`src/rtl/inep_pkg.sv`:
```
package inep_pkg;
  typedef enum logic [1:0] {
    RSP_NONE = 2'd0,
    RSP_DATA = 2'd1,
    RSP_NAK  = 2'd2
  } rsp_e;
endpackage

```
`src/rtl/inep_rst_sync.sv`:
```
module inep_rst_sync (
  input  logic clk,
  input  logic rst_ni,
  output logic rst_no
);
  logic [1:0] stage_q;

  always_ff @(posedge clk or negedge rst_ni) begin
    if (!rst_ni) stage_q <= 2'b00;
    else         stage_q <= {stage_q[0], 1'b1};
  end

  assign rst_no = stage_q[1];
endmodule

```
`src/rtl/inep_ptr_step.sv`:
```
module inep_ptr_step #(
  parameter int MAX_BANKS = 2,
  parameter int PW        = 1
) (
  input  logic [PW-1:0] cur,
  input  logic          cfg_multi,
  input  logic          adv,
  output logic [PW-1:0] nxt
);
  localparam logic [PW-1:0] TOP_IDX = PW'(MAX_BANKS - 1);

  logic [PW-1:0] last_idx;

  always_comb begin
    last_idx = cfg_multi ? TOP_IDX : '0;
    if (!adv)                nxt = cur;
    else if (cur >= last_idx) nxt = '0;
    else                      nxt = cur + PW'(1);
  end
endmodule

```
`src/rtl/inep_bank_owner.sv`:
```
module inep_bank_owner
  import inep_pkg::*;
#(
  parameter int MAX_BANKS = 2,
  parameter int PW        = 1
) (
  input  logic                 clk,
  input  logic                 rst_n,
  input  logic                 cfg_multi,
  input  logic                 tok_in,
  input  logic                 ack_rx,
  input  logic                 tok_timeout,
  input  logic                 rel_ok,
  input  logic [PW-1:0]        sw_ptr,
  output logic [MAX_BANKS-1:0] own_q,
  output logic [MAX_BANKS-1:0] own_d,
  output rsp_e                 rsp_q,
  output logic [PW-1:0]        rsp_bank_q
);
  logic [PW-1:0] hw_ptr_q, hw_ptr_d;
  logic          inflight_q, inflight_d;
  logic          ack_ok, hw_ready;
  rsp_e          rsp_d;
  logic [PW-1:0] rsp_bank_d;
  logic          rsp_bank_en;

  assign ack_ok   = ack_rx & inflight_q;
  assign hw_ready = own_q[hw_ptr_q];

  inep_ptr_step #(.MAX_BANKS(MAX_BANKS), .PW(PW)) u_hw_step (
    .cur       (hw_ptr_q),
    .cfg_multi (cfg_multi),
    .adv       (ack_ok),
    .nxt       (hw_ptr_d)
  );

  for (genvar b = 0; b < MAX_BANKS; b++) begin : g_bank
    logic bank_en;
    always_comb begin
      own_d[b] = own_q[b];
      if (ack_ok && (hw_ptr_q == PW'(b))) own_d[b] = 1'b0;
      if (rel_ok && (sw_ptr   == PW'(b))) own_d[b] = 1'b1;
      bank_en  = own_d[b] ^ own_q[b];
    end

    always_ff @(posedge clk or negedge rst_n) begin
      if (!rst_n)       own_q[b] <= 1'b0;
      else if (bank_en) own_q[b] <= own_d[b];
    end
  end

  always_comb begin
    if (tok_in && hw_ready)          inflight_d = 1'b1;
    else if (ack_rx || tok_timeout)  inflight_d = 1'b0;
    else                             inflight_d = inflight_q;

    if (!tok_in)       rsp_d = RSP_NONE;
    else if (hw_ready) rsp_d = RSP_DATA;
    else               rsp_d = RSP_NAK;

    rsp_bank_en = tok_in & hw_ready;
    rsp_bank_d  = hw_ptr_q;
  end

  always_ff @(posedge clk or negedge rst_n) begin
    if (!rst_n) begin
      hw_ptr_q   <= '0;
      inflight_q <= 1'b0;
      rsp_q      <= RSP_NONE;
    end else begin
      if (ack_ok) hw_ptr_q <= hw_ptr_d;
      inflight_q <= inflight_d;
      rsp_q      <= rsp_d;
    end
  end

  always_ff @(posedge clk or negedge rst_n) begin
    if (!rst_n)           rsp_bank_q <= '0;
    else if (rsp_bank_en) rsp_bank_q <= rsp_bank_d;
  end
endmodule

```
`src/rtl/inep_flag_unit.sv`:
```
module inep_flag_unit #(
  parameter int MAX_BANKS = 2,
  parameter int PW        = 1
) (
  input  logic                 clk,
  input  logic                 rst_n,
  input  logic                 cfg_multi,
  input  logic                 rel_req,
  input  logic                 txrdy_clr,
  input  logic                 ien_set,
  input  logic                 ien_clr,
  input  logic [MAX_BANKS-1:0] own_d,
  output logic                 rel_ok,
  output logic [PW-1:0]        sw_ptr_q,
  output logic                 txrdy_q,
  output logic                 bankctl_q,
  output logic                 int_en_q
);
  logic [PW-1:0] sw_ptr_d;
  logic          bankctl_d, txrdy_d, int_en_d;
  logic          ready_evt;

  assign rel_ok = rel_req & bankctl_q;

  inep_ptr_step #(.MAX_BANKS(MAX_BANKS), .PW(PW)) u_sw_step (
    .cur       (sw_ptr_q),
    .cfg_multi (cfg_multi),
    .adv       (rel_ok),
    .nxt       (sw_ptr_d)
  );

  always_comb begin
    bankctl_d = ~own_d[sw_ptr_d];
    ready_evt = bankctl_d & (~bankctl_q | rel_ok);
    if (ready_evt)      txrdy_d = 1'b1;
    else if (txrdy_clr) txrdy_d = 1'b0;
    else                txrdy_d = txrdy_q;
    if (ien_clr)        int_en_d = 1'b0;
    else if (ien_set)   int_en_d = 1'b1;
    else                int_en_d = int_en_q;
  end

  always_ff @(posedge clk or negedge rst_n) begin
    if (!rst_n) begin
      sw_ptr_q  <= '0;
      bankctl_q <= 1'b1;
      txrdy_q   <= 1'b1;
      int_en_q  <= 1'b0;
    end else begin
      if (rel_ok)                  sw_ptr_q <= sw_ptr_d;
      bankctl_q <= bankctl_d;
      if (ready_evt || txrdy_clr)  txrdy_q  <= txrdy_d;
      if (ien_set || ien_clr)      int_en_q <= int_en_d;
    end
  end
endmodule

```
`src/rtl/inep_ctrl.sv`:
```
module inep_ctrl
  import inep_pkg::*;
#(
  parameter int MAX_BANKS = 2,
  localparam int PW       = (MAX_BANKS > 1) ? $clog2(MAX_BANKS) : 1
) (
  input  logic                 clk,
  input  logic                 rst_n,
  input  logic                 cfg_multi,
  input  logic                 sw_txrdy_clr,
  input  logic                 sw_bank_rel,
  input  logic                 sw_ien_set,
  input  logic                 sw_ien_clr,
  input  logic                 tok_in,
  input  logic                 ack_rx,
  input  logic                 tok_timeout,
  output logic                 txrdy,
  output logic                 bankctl,
  output logic                 int_en,
  output logic                 ep_irq,
  output logic [PW-1:0]        sw_bank,
  output logic [MAX_BANKS-1:0] bank_hw,
  output logic                 send_data,
  output logic                 send_nak,
  output logic [PW-1:0]        tx_bank
);
  logic                 rst_sync_n;
  logic                 rel_ok;
  logic [MAX_BANKS-1:0] own_d;
  rsp_e                 rsp_q;

  inep_rst_sync u_rst (
    .clk    (clk),
    .rst_ni (rst_n),
    .rst_no (rst_sync_n)
  );

  inep_bank_owner #(.MAX_BANKS(MAX_BANKS), .PW(PW)) u_owner (
    .clk         (clk),
    .rst_n       (rst_sync_n),
    .cfg_multi   (cfg_multi),
    .tok_in      (tok_in),
    .ack_rx      (ack_rx),
    .tok_timeout (tok_timeout),
    .rel_ok      (rel_ok),
    .sw_ptr      (sw_bank),
    .own_q       (bank_hw),
    .own_d       (own_d),
    .rsp_q       (rsp_q),
    .rsp_bank_q  (tx_bank)
  );

  inep_flag_unit #(.MAX_BANKS(MAX_BANKS), .PW(PW)) u_flags (
    .clk       (clk),
    .rst_n     (rst_sync_n),
    .cfg_multi (cfg_multi),
    .rel_req   (sw_bank_rel),
    .txrdy_clr (sw_txrdy_clr),
    .ien_set   (sw_ien_set),
    .ien_clr   (sw_ien_clr),
    .own_d     (own_d),
    .rel_ok    (rel_ok),
    .sw_ptr_q  (sw_bank),
    .txrdy_q   (txrdy),
    .bankctl_q (bankctl),
    .int_en_q  (int_en)
  );

  assign send_data = (rsp_q == RSP_DATA);
  assign send_nak  = (rsp_q == RSP_NAK);
  assign ep_irq    = txrdy & int_en;
endmodule

```
`config.mk`:
```
export PLATFORM = sky130hd
export DESIGN_NAME = inep_ctrl
export DESIGN_NICKNAME = d
export VERILOG_FILES = /design/src/rtl/inep_pkg.sv /design/src/rtl/inep_rst_sync.sv /design/src/rtl/inep_ptr_step.sv /design/src/rtl/inep_bank_owner.sv /design/src/rtl/inep_flag_unit.sv /design/src/rtl/inep_ctrl.sv
export SDC_FILE = /design/constraint.sdc
export NUM_CORES = 1
export LEC_CHECK = 0
export BUFFER_PORTS_ARGS = -buffer_cell sky130_fd_sc_hd__buf_4
export CORE_MARGIN = 1.5
export CORE_UTILIZATION = 35
export DETAILED_ROUTE_END_ITERATION = 10
export REMOVE_ABC_BUFFERS = 1
export SETUP_SLACK_MARGIN = 0.2
export SYNTH_ARGS = -nofsm -noshare
export SYNTH_HDL_FRONTEND = slang
export SYNTH_HIERARCHICAL = 1
export SYNTH_SLANG_ARGS = --single-unit
```
`constraint.sdc`:
```
create_clock -name clk -period 1.05 [get_ports clk]
set_input_delay 0.315 -clock clk [delete_from_list [all_inputs] [get_ports clk]]
set_output_delay 0.315 -clock clk [all_outputs]
set_load 0.01 [all_outputs]
```
; ---- Word-level counts from Yosys, hierarchy flattened
; Index checks and enable logic that the tools add are counted.
[totals]
input_bits = 10
register_bits = 13
output_inout_bits = 10
[op_classes]
magnitude_cmp = 4
bitwise_logic = 12
reduce_logical = 13
n_eq_ne = 2
add_sub_neg = 2
n_mux = 20
[ops]
columns = cell, count
row1 = $mux 1, 18
row2 = $reduce_bool 2->1, 3
row3 = $and 1x1->1, 5
row4 = $logic_and 1x1->1, 5
row5 = $lt 1x2->1 const B, 2
row6 = $mux 2, 2
row7 = $not 1->1, 4
row8 = $reduce_and 2->1, 2
row9 = $logic_or 1x1->1, 3
row10 = $add 1x1->1 const B, 2
row11 = $eq 2x1->1 const B, 1
row12 = $eq 2x2->1 const B, 1
row13 = $ge 1x1->1, 2
row14 = $xor 1x1->1, 2
row15 = $or 1x1->1, 1

; ---- Depth between registers and ports, before layout
[depth]
ltp_word = 10
mapped_depth = 5

; ---- Cells and area by module
; Netlist, hierarchy kept.
[by_module_without_submodules]
columns = module, area_each_um2, cells_each, seq_area_each_um2, instances
row1 = inep_bank_owner, 306.5, 25, 175.2, 1
row2 = inep_flag_unit, 162.7, 12, 102.6, 1
row3 = inep_rst_sync, 53.8, 3, 50.0, 1
row4 = inep_ptr_step, 20.0, 3, 0.0, 2
row5 = inep_ctrl, 21.3, 3, 0.0, 1

; ---- Worst setup path before layout
; OpenSTA, ideal clock, no wires.
[synth_timing]
kind = register to register
from = register u_flags.bankctl_q
to = register u_flags.txrdy_q
period_less_slack_ns = 1.312
slack_ns = -0.262
arrival_time_ns = 1.251
n_path_buf = 0
path_stages_with_launch = 6
setup_ns = 0.061
path_cell_list = dfstp_2 > and2_4 > nand3b_1 > o21ai_2 > mux2i_1 > a22o_1
[synth_between]
elab_cells_between_ends = 16
[synth_rtl]
columns = element, line
row1 = from (decl), inep_flag_unit.sv:16  ; output logic bankctl_q,
row2 = from (signal assigned), inep_flag_unit.sv:51  ; bankctl_q <= bankctl_d;
row3 = $and 1x1->1 (*), inep_flag_unit.sv:23  ; assign rel_ok = rel_req & bankctl_q;
row4 = via rel_ok, inep_ctrl.sv:28  ; logic rel_ok;
row5 = $mux 1 (*), inep_ptr_step.sv:16  ; if (!adv) nxt = cur;
row6 = via u_flags.sw_ptr_d, inep_flag_unit.sv:19  ; logic [PW-1:0] sw_ptr_d;
row7 = $mux 1 (implied by the code) (*) (2 in a row), inep_flag_unit.sv:33  ; bankctl_d = ~own_d[sw_ptr_d];
row8 = $not 1->1 (*), inep_flag_unit.sv:33
row9 = via u_flags.bankctl_d, inep_flag_unit.sv:20  ; logic bankctl_d, txrdy_d, int_en_d;
row10 = $and 1x1->1 (*), inep_flag_unit.sv:34  ; ready_evt = bankctl_d & (~bankctl_q | rel_ok);
row11 = $reduce_bool 2->1 (no line) / $logic_or 1x1->1 (equally long branches), -
row12 = $reduce_and 2->1 (no line), -
row13 = to (signal assigned), inep_flag_unit.sv:52  ; if (ready_evt || txrdy_clr) txrdy_q <= txrdy_d;
row14 = to (decl), inep_flag_unit.sv:15  ; output logic txrdy_q,
; Mark *: on every way through the listed nets, which the timed path passes. The rest lies on a longest branch. The select of a mux whose other input is x is not followed.
; A chain may end at the register's enable or synchronous reset.

; ---- Final worst setup path
[layout_timing]
from = register u_flags.txrdy_q
to = output ep_irq
[layout_between]
elab_chain_len = 1
[layout_lines]
columns = element, line
row1 = $and 1x1->1, inep_ctrl.sv:71  ; assign ep_irq = txrdy & int_en;
row2 = to (decl), inep_ctrl.sv:20  ; output logic ep_irq,
; No other way between the ends.

==> impl_metrics.tcl <==
set metrics [dict create \
    floorplan.initialDensity 0.3791 \
    syn_inst 49 \
    routed_wl_um 1251 \
    wl_per_cell_um 11.58 \
    crit_fanout 3 \
    grt_max_degree 12 \
    yosys.area.top_type "dfrtp_1" \
    ys_ff_latch 13 \
    dpl.hpwl_um 866.4 \
    globalplace.congestion 0.7383 \
    crit_buf_inv 1 \
    synthDistinctLibCells 19 \
    r2r_setup_slack_ns -0.28 \
    ys.flop_type "dfrtp_1" \
    drcViolationCount 0 \
    skew_ns 0.002559 \
    drt-pass1-iter-count 4 \
    clockBufferDepth 2 \
    status "finished, violations left" \
    layout_common_cells "19 x buf_4, 19 x buf_6, 11 x dfrtp_1, 6 x a22o_1" \
    synth_seq_area_share 0.5610 \
    period_needed_ns 1.346 \
    cts_buffers 3 \
    via_per_inst 4.676 \
    pin_count 20 \
    rows 14 \
    fp.dieW_um 43.86 \
    yosys_warnings 6 \
    finalHoldViolCount 0 \
    clkLatencyLatePin_ns 0.27 \
    critPathTopFamily "flip-flops" \
    rr_startpoint "u_flags/bankctl_q$_DFF_PN1_" \
    drv_slew 0 \
    max-vdd-ir-drop_mv 1.322 \
    synth_edf_count 0 \
    rsz0062_at_grt "yes" \
    critPathRequiredTime_ns 0.73 \
    vias 505 \
    fmax_mhz 742.9 \
    synthTopCellsByArea "dfrtp_1 47%, dfstp_2 9.0%, a22o_1 9.0%" \
    design_area_sq_um 1022 \
    slowest_delay_ns 0.54 \
    antennaDiodeCount 0 \
    grt_pass1_vias 488 \
    die_h_um 43.86 \
    grt_pass1_wl_um 2014 \
    root_buffer "clkbuf_4" \
    track_usage 0.1520 \
    crit_chain "and2_4, buf_6" \
    syn_avg_cell_area_sq_um 11.92 \
    end_kind "primary output" \
    finalSetupTns_ns -2.558 \
    maxCapViolCount 0 \
    worstRegToRegCells 5 \
    hp-class "flop to async pin" \
    power_density_nw_per_um2 2877 \
    clock-sinks 13 \
    antenna_found_initial 0 \
    clk_pin_slew_worst_paths_ns 0.07 \
    syn_to_final_growth_pct 74.95 \
    async_reset_ff_frac 1.000 \
    critPathArrivalTime_ns 1.03 \
    place_area_sq_um 807.0 \
    ant_nets 0 \
    yosysTopAreaCellShare 0.4711 \
    violations "setup timing" \
    cts_tree "yes" \
    worstSetupPathType "flop to primary output" \
    drive_gt1_frac 0.5978 \
    htree_levels 1 \
    slowest_stage "dfstp_2" \
    setup_viol 17 \
    syn_area_sq_um 584.3 \
    finalCritPeriodShare 1.282 \
    core_area_sq_um 1541 \
    numPortBuffers 19 \
    drt_iter0_drc 5 \
    setup_slack_ns -0.2961 \
    p_leak_nw 0.5178 \
    die_area_sq_um 1924 \
    cp-start-kind "flop" \
    total_power_mw 2.941 \
    nFillCells 113 \
    grt-ovfl-total 0 \
    finalNetCount 103 \
    worst_r2r_endpoint "u_flags/txrdy_q$_DFFE_PN1P_" \
    hold_slack_ns 0.1801 \
]
## power by group
part	total, mW	leakage [nW]	switching (mW)	internal, mW
Combinational	1.78	0.347	0.603	1.17
Sequential	0.872	0.156	0.156	0.716
Clock	0.292	0.0150	0.145	0.147
Total	2.94	0.518	0.904	2.04
## how the worst max path moves through the flow
stage / slack (ns) / startpoint / end / cells past startpoint
CTS: -0.30 / u_flags/txrdy_q$_DFFE_PN1P_ / ep_irq / 2
global route: -0.36 / u_flags/bankctl_q$_DFF_PN1_ / u_flags/txrdy_q$_DFFE_PN1P_ / 5
floorplan: -0.26 / u_flags/bankctl_q$_DFF_PN1_ / u_flags/txrdy_q$_DFFE_PN1P_ / 5
finish: -0.30 / u_flags/txrdy_q$_DFFE_PN1P_ / ep_irq / 2
detailed placement: -0.36 / u_flags/bankctl_q$_DFF_PN1_ / u_flags/txrdy_q$_DFFE_PN1P_ / 5
global placement: -0.26 / u_flags/bankctl_q$_DFF_PN1_ / u_flags/txrdy_q$_DFFE_PN1P_ / 5
## cell families after synthesis
family	count (synthesis)	share of synthesized area
muxes	4	0.08566
buffers and inverters	5	0.03212
AOI/OAI and AO/OA	10	0.1478
and+or+nand+nor	16	0.1670
other	1	0.006418
DFF	13	0.5610
## state kept, by name, indices dropped and copies added, names as in the netlist
signal,count
u_owner/own_q,2
u_owner/rsp_q,2
u_rst/stage_q,2
u_flags/bankctl_q,1
u_flags/int_en_q,1
u_flags/sw_ptr_q,1
u_flags/txrdy_q,1
u_owner/hw_ptr_q,1
u_owner/inflight_q,1
u_owner/rsp_bank_q,1
## synthesized netlist by cell type (all sizes together), types with 2 or more instances
cell type / number
mux2: 2
mux2i: 2
and2: 4
dfstp: 2
a22o: 6
nand3b: 3
inv: 5
dfrtp: 11
o21ai: 2
nor2: 4
## routing by layer
layer / part of all wire / up-vias / GRT usage
li1: - / 250 / -
met1: 0.39 / 236 / 0.1534
met2: 0.53 / 17 / 0.2765
met3: 0.063 / 2 / 0.07500
met4: 0.012 / 0 / 0.03636
met5: 0 / - / 0
## what timing repair did
item	CTS	global route
pin swaps	7	4
hold endpoints to repair	2	0
setup endpoints to repair	20	20
resized for setup	24	1
gates cloned	0	0
setup buffers	10	1
hold buffers	1	0
## worst register-to-register path, stage by stage, from the launching register on
cell and delay, ns:
dfstp_2 0.54, and2_4 0.16, nand3b_1 0.09, o21ai_2 0.10
mux2i_2 0.24, a22o_1 0.15
## metrics by stage
step | setup WS, ns | utilization | std cells
final | -0.2961 | 0.6631 | 108
after CTS | -0.3038 | 0.6558 | 107
after global placement | -0.2569 | 0.5235 | 92
after global routing | -0.3552 | 0.6631 | 108
after detailed placement | -0.3629 | 0.5235 | 92
after floorplan | -0.2617 | - | 49
## area by class of cell
cell class                      instances  area (sq um)  area share
Multi-Input combinational cell         31         262.8      0.2570
Timing Repair Buffer                   39         366.6      0.3586
Tap cell                               16         20.02     0.01958
Clock buffer                            4         26.28     0.02570
Sequential cell                        13         327.8      0.3207
Inverter                                5         18.77     0.01836
Note: power is estimated with default switching activity, not from simulation.
